`src/rtl/msi_rx_pkg.sv`:
```
package msi_rx_pkg;
  typedef struct packed {
    logic doPend;
    logic doRead;
    logic doErr;
  } msiCtrl_t;
endpackage

```
`src/rtl/msi_rx_ctrl.sv`:
```
module msi_rx_ctrl
  import msi_rx_pkg::*;
#(
  parameter int ADDR_W     = 32,
  parameter int NUM_CTX    = 4,
  parameter int NUM_IDS    = 64,
  parameter int PAGE_SHIFT = 12
) (
  input  logic              busValid,
  input  logic              busWrite,
  input  logic [ADDR_W-1:0] busAddr,
  input  logic [31:0]       busWdata,
  output msiCtrl_t          ctrl
);
  localparam logic [ADDR_W:0] REGION_BYTES = (ADDR_W+1)'(NUM_CTX) << PAGE_SHIFT;
  localparam logic [32:0]     ID_LIMIT     = 33'(NUM_IDS);

  logic aligned, inRange, pageBase, idOk, bad;

  always_comb begin
    aligned  = (busAddr[1:0] == 2'b00);
    inRange  = ({1'b0, busAddr} < REGION_BYTES);
    pageBase = (busAddr[PAGE_SHIFT-1:0] == '0);
    idOk     = (busWdata != 32'd0) && ({1'b0, busWdata} < ID_LIMIT);
    bad      = !aligned || !inRange;
    ctrl.doErr  = busValid && bad;
    ctrl.doRead = busValid && !bad && !busWrite;
    ctrl.doPend = busValid && !bad && busWrite && pageBase && idOk;
  end
endmodule

```
`src/rtl/msi_rx_dpath.sv`:
```
module msi_rx_dpath
  import msi_rx_pkg::*;
#(
  parameter int NUM_CTX = 4,
  parameter int NUM_IDS = 64,
  parameter int CTX_W   = 2,
  parameter int ID_W    = 6
) (
  input  logic             clk,
  input  logic             rstN,
  input  msiCtrl_t         ctrl,
  input  logic [CTX_W-1:0] ctxIn,
  input  logic [ID_W-1:0]  idIn,
  input  logic             wrSeen,
  output logic             rdValid,
  output logic [31:0]      rdData,
  output logic             errFlag,
  output logic             setPend,
  output logic [CTX_W-1:0] setCtx,
  output logic [ID_W-1:0]  setId
);
  always_ff @(posedge clk) begin
    if (!rstN) begin
      rdValid <= 1'b0;
      rdData  <= '0;
      errFlag <= 1'b0;
      setPend <= 1'b0;
      setCtx  <= '0;
      setId   <= '0;
    end else begin
      rdValid <= ctrl.doRead;
      errFlag <= ctrl.doErr;
      setPend <= ctrl.doPend;
      rdData  <= '0;
      if (ctrl.doPend) begin
        setCtx <= ctxIn;
        setId  <= idIn;
      end
    end
  end

  // Response pulses are mutually exclusive.
  assert_one_response_R8: assert property (@(posedge clk) disable iff (!rstN)
    $onehot0({setPend, rdValid, errFlag}));

  // A strobe never carries identity zero or one past the table.
  assert_id_in_range_R1: assert property (@(posedge clk) disable iff (!rstN)
    setPend |-> (setId != '0) && (int'(setId) < NUM_IDS));

  // The context index of a strobe names an existing page.
  assert_ctx_in_range_R2: assert property (@(posedge clk) disable iff (!rstN)
    setPend |-> (int'(setCtx) < NUM_CTX));

  // A strobe only follows a write.
  assert_pend_from_write_R1: assert property (@(posedge clk) disable iff (!rstN)
    ctrl.doPend |-> wrSeen);
endmodule

```
`src/rtl/msi_rx_decoder.sv`:
```
module msi_rx_decoder
  import msi_rx_pkg::*;
#(
  parameter int ADDR_W     = 32,
  parameter int NUM_CTX    = 4,
  parameter int NUM_IDS    = 64,
  parameter int PAGE_SHIFT = 12,
  localparam int CTX_W     = (NUM_CTX > 1) ? $clog2(NUM_CTX) : 1,
  localparam int ID_W      = $clog2(NUM_IDS)
) (
  input  logic              clk,
  input  logic              rstN,
  input  logic              busValid,
  input  logic              busWrite,
  input  logic [ADDR_W-1:0] busAddr,
  input  logic [31:0]       busWdata,
  output logic              rdValid,
  output logic [31:0]       rdData,
  output logic              errFlag,
  output logic              setPend,
  output logic [CTX_W-1:0]  setCtx,
  output logic [ID_W-1:0]   setId
);
  msiCtrl_t ctrl;

  msi_rx_ctrl #(
    .ADDR_W(ADDR_W), .NUM_CTX(NUM_CTX), .NUM_IDS(NUM_IDS), .PAGE_SHIFT(PAGE_SHIFT)
  ) uCtrl (
    .busValid(busValid), .busWrite(busWrite), .busAddr(busAddr),
    .busWdata(busWdata), .ctrl(ctrl)
  );

  msi_rx_dpath #(
    .NUM_CTX(NUM_CTX), .NUM_IDS(NUM_IDS), .CTX_W(CTX_W), .ID_W(ID_W)
  ) uDpath (
    .clk(clk), .rstN(rstN), .ctrl(ctrl),
    .ctxIn(busAddr[PAGE_SHIFT +: CTX_W]), .idIn(busWdata[ID_W-1:0]),
    .wrSeen(busValid && busWrite),
    .rdValid(rdValid), .rdData(rdData), .errFlag(errFlag),
    .setPend(setPend), .setCtx(setCtx), .setId(setId)
  );
endmodule

```
`config.mk`:
```
export PLATFORM = sky130hd
export DESIGN_NAME = msi_rx_decoder
export DESIGN_NICKNAME = d
export VERILOG_FILES = /design/src/rtl/msi_rx_pkg.sv /design/src/rtl/msi_rx_ctrl.sv /design/src/rtl/msi_rx_dpath.sv /design/src/rtl/msi_rx_decoder.sv
export SDC_FILE = /design/constraint.sdc
export NUM_CORES = 1
export LEC_CHECK = 0
export BUFFER_PORTS_ARGS = -buffer_cell sky130_fd_sc_hd__buf_4
export CORE_AREA = 2 2 55 57
export CTS_BUF_LIST = sky130_fd_sc_hd__clkbuf_2 sky130_fd_sc_hd__clkbuf_4 sky130_fd_sc_hd__clkbuf_8
export CTS_CLUSTER_DIAMETER = 60
export CTS_CLUSTER_SIZE = 12
export DETAILED_ROUTE_END_ITERATION = 8
export DIE_AREA = 0 0 57 59
export PLACE_DENSITY = 0.77
export REMOVE_ABC_BUFFERS = 1
export SLEW_MARGIN = 10
export SYNTH_ARGS = -nofsm -noshare
export SYNTH_HDL_FRONTEND = slang
export SYNTH_HIERARCHICAL = 1
export SYNTH_SLANG_ARGS = --single-unit
```
`constraint.sdc`:
```
create_clock -name clk -period 2.05 [get_ports clk]
set_input_delay 0 -clock clk [delete_from_list [all_inputs] [get_ports clk]]
set_output_delay 0 -clock clk [all_outputs]
set_load 0.01 [all_outputs]
```
==> results.txt, run 1 <==
Final Max Slew Viols: 0
GP Congestion: 0.793
cells after synthesis: 91
largest net degree at the start of global routing: 12
DPL Wire Length: 1840 µm
Layout Area Growth over Synthesis: 66.4%
Core Area: 2710 µm²
setup bufs post-CTS: 0
Tcrit/Tclk final: 79.3%
post-route cell area: 1340 µm²
Routed WL per cell: 10.1 µm
Hold Crit Class: in2reg
root buffer cell: clkbuf_4
DRC: 0
Reg clk slew, reported paths: 0.07 ns
CTS H-tree lvls: 1
Cell Rows: 19
Final setup viols: 0
crit path time final: 1.63 ns
grt ovf: 0
Pleak: 0.653 nW
initial antenna violation count: 0
Setup crit start kind: input pin
crit path DAT: 1.78 ns
warnings from Yosys: 6
CTS Buf Count: 3
die area: 3360 µm²
Worst EP required: 2.20 ns
Boundary Pins: 111
Post-Syn Area per Cell: 8.83 µm²
Netlist Area Pre-Place: 803 µm²
CTS sink count: 11
CTS tree: built
crit end category: flip-flop
post-DR vias/cell: 4.20
Pre-antenna DRT Iters: 4
first-pass GRT wire length: 3170 µm
pwr/cell area: 383 nW/µm²
routed wire length: 2050 µm
max-cap violations: 0
Overall Power: 0.000511 W
DIE HEIGHT: 59 µm
Fin Setup TNS: 0 ns
f_max: 615 MHz
Inserted Diodes: 0
Chip Width: 57 µm
fillers: 266
status: finished clean
GRT Total Usage: 11.8%
crit path max fanout: 9
Skew-Pair Late Insertion Delay: 0.26 ns
VDD IR max: 0.301 mV
crit path kind: in2reg
Initial DRC Count: 4
RSZ-0062 raised after global routing: false
number of global-route vias before repair: 783
Initial Util: 29.6%
CTS resizes: 0
ratio of cells with drive above 1 in the final layout: 50.6%
dpl cell area: 1300 µm²
Antenna Nets Post-Route: 0
Nets: 241
Worst Skew: 0 ns
clock buffer depth: 2
Port-buffer cells: 78
Final Worst Setup Slack: 0.425 ns
via count: 852
Final Hold Fails: 0
Setup WS pre-CTS: 0.151 ns
[cell type report]
type | count | area [µm²] | share of cell area [%]
Timing Repair Buffer | 80 | 603 | 45.1
Multi-Input combinational cell | 76 | 440 | 33.0
Sequential cell | 11 | 220 | 16.5
Tap cell | 31 | 38.8 | 2.90
Clock buffer | 4 | 30.0 | 2.25
Inverter | 1 | 3.75 | 0.281
[registers in the layout (all words and copies together), names as in the netlist]
name,cells
uDpath/errFlag,1
uDpath/rdValid,1
uDpath/setCtx,2
uDpath/setId,6
uDpath/setPend,1
[worst max-delay path, cell delays in order]
cell	delay, ns
buf_4	0.11
or4_4	0.52
or3_4	0.38
nor4_2	0.26
buf_4	0.23
mux2i_1	0.21
nor2b_1	0.06
[layout by cell type, fill, tap and decap left out, drive strengths merged, types with 2 or more instances in the layout]
cell type  instances
buf               79
clkbuf             4
dfxtp             11
mux2i              8
nor2b              8
and2               3
or4                2
conb              32
nand4              3
nor2               3
nor4              13
[worst paths after layout]
path	from	to	slack (ns)	cells past startpoint
worst max-delay path	busAddr[23]	uDpath/setId[4]$_SDFFE_PN0P_	0.42	7
worst min register to register	uDpath/setCtx[1]$_SDFFE_PN0P_	uDpath/setCtx[1]$_SDFFE_PN0P_	0.52	2
worst min-delay path	busAddr[12]	uDpath/setCtx[0]$_SDFFE_PN0P_	0.001	3
worst max register to register	uDpath/setId[5]$_SDFFE_PN0P_	uDpath/setId[5]$_SDFFE_PN0P_	1.45	2
[stage by stage]
stage	hold slack (ns)	std cells	utilization [%]
2_1_floorplan	0.122	88	-
3_3_place_gp	0.264	198	47.8
3_5_place_dp	0.271	198	47.8
4_1_cts	0.00189	203	49.3
5_1_grt	0.0153	203	49.3
6_report	0.00117	203	49.3
[routing by layer]
layer | share of wire, % | wire length (µm) | vias to the layer above | track usage [%]
met1 | 38 | 771 | 372 | 12.8
met5 | 0 | 0 | - | 0
li1 | - | - | 421 | -
met2 | 49 | 1010 | 59 | 22.3
met3 | 13 | 276 | 0 | 3.49
met4 | 0 | 0 | 0 | 2.99
[timing repair]
item | 4_1_cts | 5_1_grt
hold endpoints to repair | 1 | 0
setup endpoints to repair | 0 | 0
hold buffers | 1 | 0
[where the power goes]
group / switching (W) / total, W / internal (W)
Clock: 0.0000648 / 0.000153 / 0.0000883
Sequential: 0.000000274 / 0.000215 / 0.000215
Combinational: 0.0000536 / 0.000143 / 0.0000896
No activity file was read; power rests on OpenSTA's default activity.
==> inputs of run 2 (changes only) <==
--- a/config.mk
+++ b/config.mk
@@ -6,13 +6,13 @@
 export NUM_CORES = 1
 export LEC_CHECK = 0
 export BUFFER_PORTS_ARGS = -buffer_cell sky130_fd_sc_hd__buf_4
-export CORE_AREA = 2 2 55 57
+export CORE_AREA = 2 2 57 59
 export CTS_BUF_LIST = sky130_fd_sc_hd__clkbuf_2 sky130_fd_sc_hd__clkbuf_4 sky130_fd_sc_hd__clkbuf_8
 export CTS_CLUSTER_DIAMETER = 60
 export CTS_CLUSTER_SIZE = 12
 export DETAILED_ROUTE_END_ITERATION = 8
-export DIE_AREA = 0 0 57 59
-export PLACE_DENSITY = 0.77
+export DIE_AREA = 0 0 59 61
+export PLACE_DENSITY = 0.76
 export REMOVE_ABC_BUFFERS = 1
 export SLEW_MARGIN = 10
 export SYNTH_ARGS = -nofsm -noshare
==> constraint.sdc (replaced) <==
create_clock -name clk -period 1.3 [get_ports clk]
set_input_delay 0 -clock clk [delete_from_list [all_inputs] [get_ports clk]]
set_output_delay 0 -clock clk [all_outputs]
set_load 0.01 [all_outputs]
==> run 2 against run 1 <==
  * The run now ends with setup timing left
  * Clock-buffer cell count unchanged
  * Sequential power up 58%
  * Register-to-register slack lost 0.75 ns
  * Critical path depth unchanged
  * Non-clock buffer count increased by 7
  * Worst hold slack improved by 0.0032 ns
  * Largest cell class unchanged
==> results.txt, run 2 (synthesis results as in run 1) <==
Slowest-stage cell, CP: or4_4
crit path time final: 1.48 ns
Final Max Slew Viols: 0 (unchanged)
Initial Util: 27.2% (-2.4 points)
crit end category: flip-flop
Placed Cells: 202 (+2.0%)
most frequent cells in the layout: buf_4 (79), conb_1 (32), nor4_1 (12), dfxtp_1 (11)
Cell Rows: 20 (+1)
critical path cell sequence: buf_6 > or4_4 > or3_4 > nor4_4 > buf_4 > mux2i_1 > nor2b_1
Inserted Diodes: 0 (unchanged)
Reg2Reg Depth: 2 (unchanged)
Reg clk slew, reported paths: 0.07 ns (about the same)
reg2reg start: uDpath/setId[5]$_SDFFE_PN0P_
ratio of cells with drive above 1 in the final layout: 50.8% (+0.26 points)
CTS Buf Count: 3 (unchanged)
hold slack final: 0.00442 ns (+0.00325 ns)
Antenna Nets Post-Route: 0 (unchanged)
cell family with most CP delay: simple AND/OR/NAND/NOR gates
first-pass GRT wire length: 3380 µm (+6.5%)
Sw Ratio: 24.9% (+1.7 points)
DPL Wire Length: 1950 µm (+6.0%)
cell-internal power: 0.000633 W (+61%)
crit path max fanout: 4 (-5)
clock buffer depth: 2 (unchanged)
Worst EP required: 1.47 ns (-0.73 ns)
DRC: 0 (unchanged)
worst hold stages: 3 (unchanged)
Skew-Pair Late Insertion Delay: 0.27 ns (about the same)
Routed WL per cell: 10.7 µm (+6.1%)
P_sw: 0.000210 W (+77%)
Tcrit/Tclk final: 114%
Chip Width: 59 µm (+3.5%)
Initial DRC Count: 3 (-1)
Clk pwr share: 30.8% (+0.9 points)
Pleak: 0.705 nW (+8.0%)
CTS sink count: 11 (unchanged)
crit path DAT: 1.64 ns (-0.14 ns)
die area: 3600 µm² (+7.0%)
Fin Setup TNS: -1.36 ns (-1.36 ns)
GRT Total Usage: 12.5% (+0.74 points)
worst hold endpoint: uDpath/setId[2]$_SDFFE_PN0P_
setup bufs post-CTS: 0 (unchanged)
Hold Crit Class: in2reg
Comb power frac: 29.0% (+1.0 points)
CTS tree: built
Final Hold Fails: 0 (unchanged)
Overall Power: 0.000842 W (+65%)
RSZ-0062 raised after global routing: true
post-DR vias/cell: 4.03 (-4.0%)
share of power burned in registers: 40.2% (-1.8 points)
Worst Skew: 0 ns (unchanged)
crit path kind: in2reg
Crit path buffers/inverters: 2 (unchanged)
DIE HEIGHT: 61 µm (+3.4%)
number of global-route vias before repair: 809 (+3.3%)
Final Worst Setup Slack: -0.178 ns (-0.603 ns)
Core Area: 2950 µm² (+9.0%)
max reg flops: 6 (unchanged)
Biggest register: uDpath/setId
Max stage delay on crit path: 0.52 ns (about the same)
initial antenna violation count: 0 (unchanged)
GP Congestion: 0.664 (-16%)
largest net degree at the start of global routing: 12 (unchanged)
grt ovf: 0 (unchanged)
Nets: 248 (+2.9%)
f_max: 677 MHz
pwr/cell area: 589 nW/µm² (+54%)
violated checks: setup timing
most common cell after layout, fill and taps aside: buf_4
Final setup viols: 9 (+9)
VDD IR max: 0.408 mV (+36%)
root buffer cell: clkbuf_4
worst reg2reg endpoint: uDpath/setId[5]$_SDFFE_PN0P_
Layout Area Growth over Synthesis: 78.0%
Pre-antenna DRT Iters: 2 (-2)
fillers: 289 (+8.6%)
status: finished, violations left
R2R setup slack: 0.70 ns (-0.75 ns)
Setup WS pre-CTS: -0.604 ns (-0.755 ns)
routed wire length: 2270 µm (+11%)
biggest regs: uDpath/setId: 6 flops, uDpath/setCtx: 2 flops
CTS H-tree lvls: 1 (unchanged)
Final Non-Filler Cells: 212 (+4.4%)
max-cap violations: 0 (unchanged)
Port-buffer cells: 78 (unchanged)
Boundary Pins: 111 (unchanged)
Hold Path Origin: busWdata[2]
Setup crit start kind: input pin
via count: 854 (+0.23%)
## run 2: changes by cell type in the layout (fill, tap and decap cells not counted)
cell           previous run  this run
nor4_4                    0         1
and2_4                    0         1
dlygate4sd3_1             1         5
buf_6                     0         3
o311ai_1                  1         0
nor4_2                    1         0
and2_2                    1         0
o311ai_2                  0         1
## run 2: stage by stage
| stage | cell area (µm²) | utilization (%) |
|---|---|---|
| 3_3_place_gp | 1310 | 44.5 |
| 2_1_floorplan | 664 | - |
| 4_1_cts | 1430 | 48.4 |
| 3_5_place_dp | 1310 | 44.5 |
| 6_report | 1430 | 48.4 |
| 5_1_grt | 1430 | 48.4 |
## run 2: worst max path at each step
stage                           start                            end  cells past startpoint
after floorplan           busAddr[23]  uDpath/setCtx[0]$_SDFFE_PN0P_                      5
after global placement    busAddr[23]   uDpath/setId[2]$_SDFFE_PN0P_                      7
after detailed placement  busAddr[23]   uDpath/setId[5]$_SDFFE_PN0P_                      7
after CTS                 busAddr[30]   uDpath/setId[5]$_SDFFE_PN0P_                      7
after global routing      busAddr[30]  uDpath/setCtx[0]$_SDFFE_PN0P_                      7
final                     busAddr[30]  uDpath/setCtx[1]$_SDFFE_PN0P_                      7
## run 2: area by class of cell
class	count	area (µm²)	share of cell area, %
multi-input cells	76	458	32.0
flip-flops and latches	11	220	15.4
well taps	33	41.3	2.89
inverters	1	3.75	0.262
repair buffers	87	677	47.3
clock buffers	4	30.0	2.10
## run 2: power by group through the flow
stage | registers [W] | clock network (W) | logic [W]
2_1_floorplan | 0.000347 | 0 | 0.0000568
3_3_place_gp | 0.000347 | 0 | 0.000227
3_5_place_dp | 0.000347 | 0 | 0.000228
4_1_cts | 0.000339 | 0.000266 | 0.000244
5_1_grt | 0.000339 | 0.000286 | 0.000263
6_report | 0.000339 | 0.000260 | 0.000244
## run 2: per-layer routing
layer  vias up  track usage, %  wire length (µm)
li1        433               -                 -
met3         3            3.84               251
met4         0            2.92                 9
met1       360            13.5               821
met5         -               0                 0
met2        58            23.8              1190
## run 2: worst reg2reg max path, delay by kind of cell (launching register included)
kind,cells,cell delay [ns]
multiplexers,1,0.12
AND/OR/NAND/NOR,1,0.06
flip-flops,1,0.32
## run 2: timing repair
action | in CTS | in global routing
hold buffers | 5 | 0
endpoints found under the setup margin | 9 | 9
resized for setup | 7 | 1
endpoints found under the hold margin | 5 | 0
cloned | 1 | 0
pin swaps | 3 | 0
==> inputs of run 3 (changes only) <==
--- a/config.mk
+++ b/config.mk
@@ -5,15 +5,15 @@
 export SDC_FILE = /design/constraint.sdc
 export NUM_CORES = 1
 export LEC_CHECK = 0
+export ABC_AREA = 1
 export BUFFER_PORTS_ARGS = -buffer_cell sky130_fd_sc_hd__buf_4
-export CORE_AREA = 2 2 57 59
+export CORE_AREA = 2 2 59 61
 export CTS_BUF_LIST = sky130_fd_sc_hd__clkbuf_2 sky130_fd_sc_hd__clkbuf_4 sky130_fd_sc_hd__clkbuf_8
 export CTS_CLUSTER_DIAMETER = 60
 export CTS_CLUSTER_SIZE = 12
 export DETAILED_ROUTE_END_ITERATION = 8
-export DIE_AREA = 0 0 59 61
-export PLACE_DENSITY = 0.76
-export REMOVE_ABC_BUFFERS = 1
+export DIE_AREA = 0 0 61 63
+export PLACE_DENSITY = 0.77
 export SLEW_MARGIN = 10
 export SYNTH_ARGS = -nofsm -noshare
 export SYNTH_HDL_FRONTEND = slang
==> run 3 against run 2 <==
  * The run now ends clean
  * Design area rose by 5.3%
  * Worst hold slack improved by 0.0036 ns
  * Via count rose by 24%
  * Die area rose by 6.8%
  * Non-clock buffer count fell by 7
  * Total power fell by 0.37%
  * First-iteration DRC count rose to 15 times the previous value
  * Combinational power rose by 5%
  * Global-route usage fell by 1.0 points
  * Synthesized area rose by 19%
  * Largest cell class unchanged
==> results.txt, run 3 <==
P_sw: 0.000211 W (+0.48%)
worst reg2reg endpoint: uDpath/setId[3]$_SDFFE_PN0P_
pwr/cell area: 557 nW/µm² (-5.4%)
Inserted Diodes: 0 (unchanged)
Core Area: 3230 µm² (+9.4%)
Boundary Pins: 111 (unchanged)
Pleak: 0.860 nW (+22%)
CTS Hold Bufs: 1 (-4)
Skew-Pair Late Insertion Delay: 0.26 ns (about the same)
Pre-antenna DRT Iters: 4 (+2)
Netlist Area Pre-Place: 957 µm² (+19%)
number of global-route vias before repair: 943 (+17%)
worst hold endpoint: uDpath/errFlag$_SDFF_PN0_
R2R setup slack: 0.71 ns (about the same)
DIE HEIGHT: 63 µm (+3.3%)
clock buffer depth: 2 (unchanged)
Final Hold Fails: 0 (unchanged)
max-cap violations: 0 (unchanged)
Final setup viols: 0 (-9)
Overall Power: 0.000839 W (-0.37%)
Biggest register: uDpath/setId
Chip Width: 61 µm (+3.4%)
f_max: 1130 MHz (+68%)
GP Congestion: 0.752 (+13%)
Worst EP required: 1.46 ns (about the same)
Post-Syn Area per Cell: 5.98 µm² (-32%)
ratio of cells with drive above 1 in the final layout: 37.9% (-13 points)
Sw Ratio: 25.1% (+0.21 points)
Reg2Reg Depth: 2 (unchanged)
Hold Crit Class: in2reg
Setup crit start kind: input pin
Final Max Slew Viols: 0 (unchanged)
grt ovf: 0 (unchanged)
crit path kind: in2reg
register area: 220 µm² (unchanged)
CTS Buf Count: 3 (unchanged)
reg2reg start: uDpath/setId[3]$_SDFFE_PN0P_
cell-internal power: 0.000629 W (-0.65%)
DRC: 0 (unchanged)
root buffer cell: clkbuf_4
Worst Skew: 0 ns (unchanged)
GRT Total Usage: 11.5% (-1.0 points)
crit path time final: 0.882 ns (-0.596 ns)
post-DR vias/cell: 3.70 (-8.2%)
Fin Setup TNS: 0 ns (+1.36 ns)
Port-buffer cells: 78 (unchanged)
DPL Wire Length: 2010 µm (+3.0%)
crit end category: flip-flop
status: finished clean
max reg flops: 6 (unchanged)
Comb power frac: 30.5% (+1.5 points)
worst hold stages: 3 (unchanged)
hold slack final: 0.00800 ns (+0.00358 ns)
routed wire length: 2230 µm (-1.8%)
warnings from Yosys: 6 (unchanged)
most common cell after layout, fill and taps aside: buf_4
Nets: 309 (+25%)
first-pass GRT wire length: 3490 µm (+3.3%)
Hold Path Origin: rstN
cells after synthesis: 160 (+76%)
biggest regs: uDpath/setId: 6 flops, uDpath/setCtx: 2 flops
largest net degree at the start of global routing: 18 (+6)
Clk pwr share: 29.1% (-1.7 points)
Antenna Nets Post-Route: 0 (unchanged)
CTS resizes: 0 (-7)
die area: 3840 µm² (+6.8%)
Initial DRC Count: 44 (+41)
Initial Util: 29.6% (+2.4 points)
Reg clk slew, reported paths: 0.06 ns (about the same)
Layout Area Growth over Synthesis: 57.4%
crit path DAT: 1.04 ns (-0.60 ns)
via count: 1058 (+24%)
CTS sink count: 11 (unchanged)
area of the multi-input gates: 512 µm² (+12%)
Routed WL per cell: 7.81 µm (-27%)
most frequent cells in the layout: buf_4 (78), nor2_1 (47), conb_1 (32), nand2_1 (31), inv_1 (19)
CTS H-tree lvls: 1 (unchanged)
crit path max fanout: 17 (+13)
VDD IR max: 0.144 mV (-65%)
fillers: 334 (+16%)
RSZ-0062 raised after global routing: false
initial antenna violation count: 0 (unchanged)
share of power burned in registers: 40.4% (+0.2 points)
Tcrit/Tclk final: 67.8% (-46 points)
CTS tree: built
setup bufs post-CTS: 0 (unchanged)
Cell Rows: 21 (+5.0%)
-- run 3: power by group through the flow --
stage          registers (W)  logic, W  clock network [W]
4_1_cts             0.000339  0.000255           0.000259
3_5_place_dp        0.000347  0.000253                  0
5_1_grt             0.000339  0.000285           0.000273
3_3_place_gp        0.000347  0.000250                  0
6_report            0.000339  0.000256           0.000245
2_1_floorplan       0.000347  0.000161                  0
-- run 3: worst max-delay path by stage --
stage	start	cells past startpoint	to
finish	busAddr[0]	12	uDpath/setId[5]$_SDFFE_PN0P_
global route	busWdata[28]	10	uDpath/setId[4]$_SDFFE_PN0P_
CTS	busAddr[0]	12	uDpath/setId[5]$_SDFFE_PN0P_
detailed placement	busAddr[0]	12	uDpath/setId[5]$_SDFFE_PN0P_
global placement	busAddr[0]	12	uDpath/setId[1]$_SDFFE_PN0P_
floorplan	busAddr[14]	10	uDpath/setCtx[0]$_SDFFE_PN0P_
-- run 3: critical path, stage by stage --
cell	delay, ns
buf_4	0.11
inv_1	0.06
nand2_1	0.05
nor2_1	0.13
nand3_1	0.09
nor2_1	0.11
nand2_1	0.06
nor2_2	0.13
buf_12	0.16
nand2_1	0.06
nand2_1	0.05
nor2_1	0.03
-- run 3: area by class of cell --
type	instances	share of cell area [%]
Multi-Input combinational cell	126	34.0
Clock buffer	4	1.99
Timing Repair Buffer	80	40.9
Inverter	19	4.73
Tap cell	46	3.82
Sequential cell	11	14.6
-- run 3: per-stage QoR --
step                setup WS, ns  cell area, µm²  instances  utilization (%)
detailed placement         0.121            1470        281             45.4
finish                     0.418            1510        286             46.6
floorplan                  0.319            1070        191                -
global placement           0.155            1470        281             45.4
global route               0.284            1510        286             46.6
CTS                        0.409            1510        286             46.6
-- run 3: routing by layer --
metal  share of wire, %  vias to the layer above  global-route usage, %
met5                  0                        -                      0
li1                   -                      563                      -
met1                 38                      434                   11.8
met3                 10                        2                   1.45
met2                 52                       59                   21.9
met4               0.45                        0                   4.89
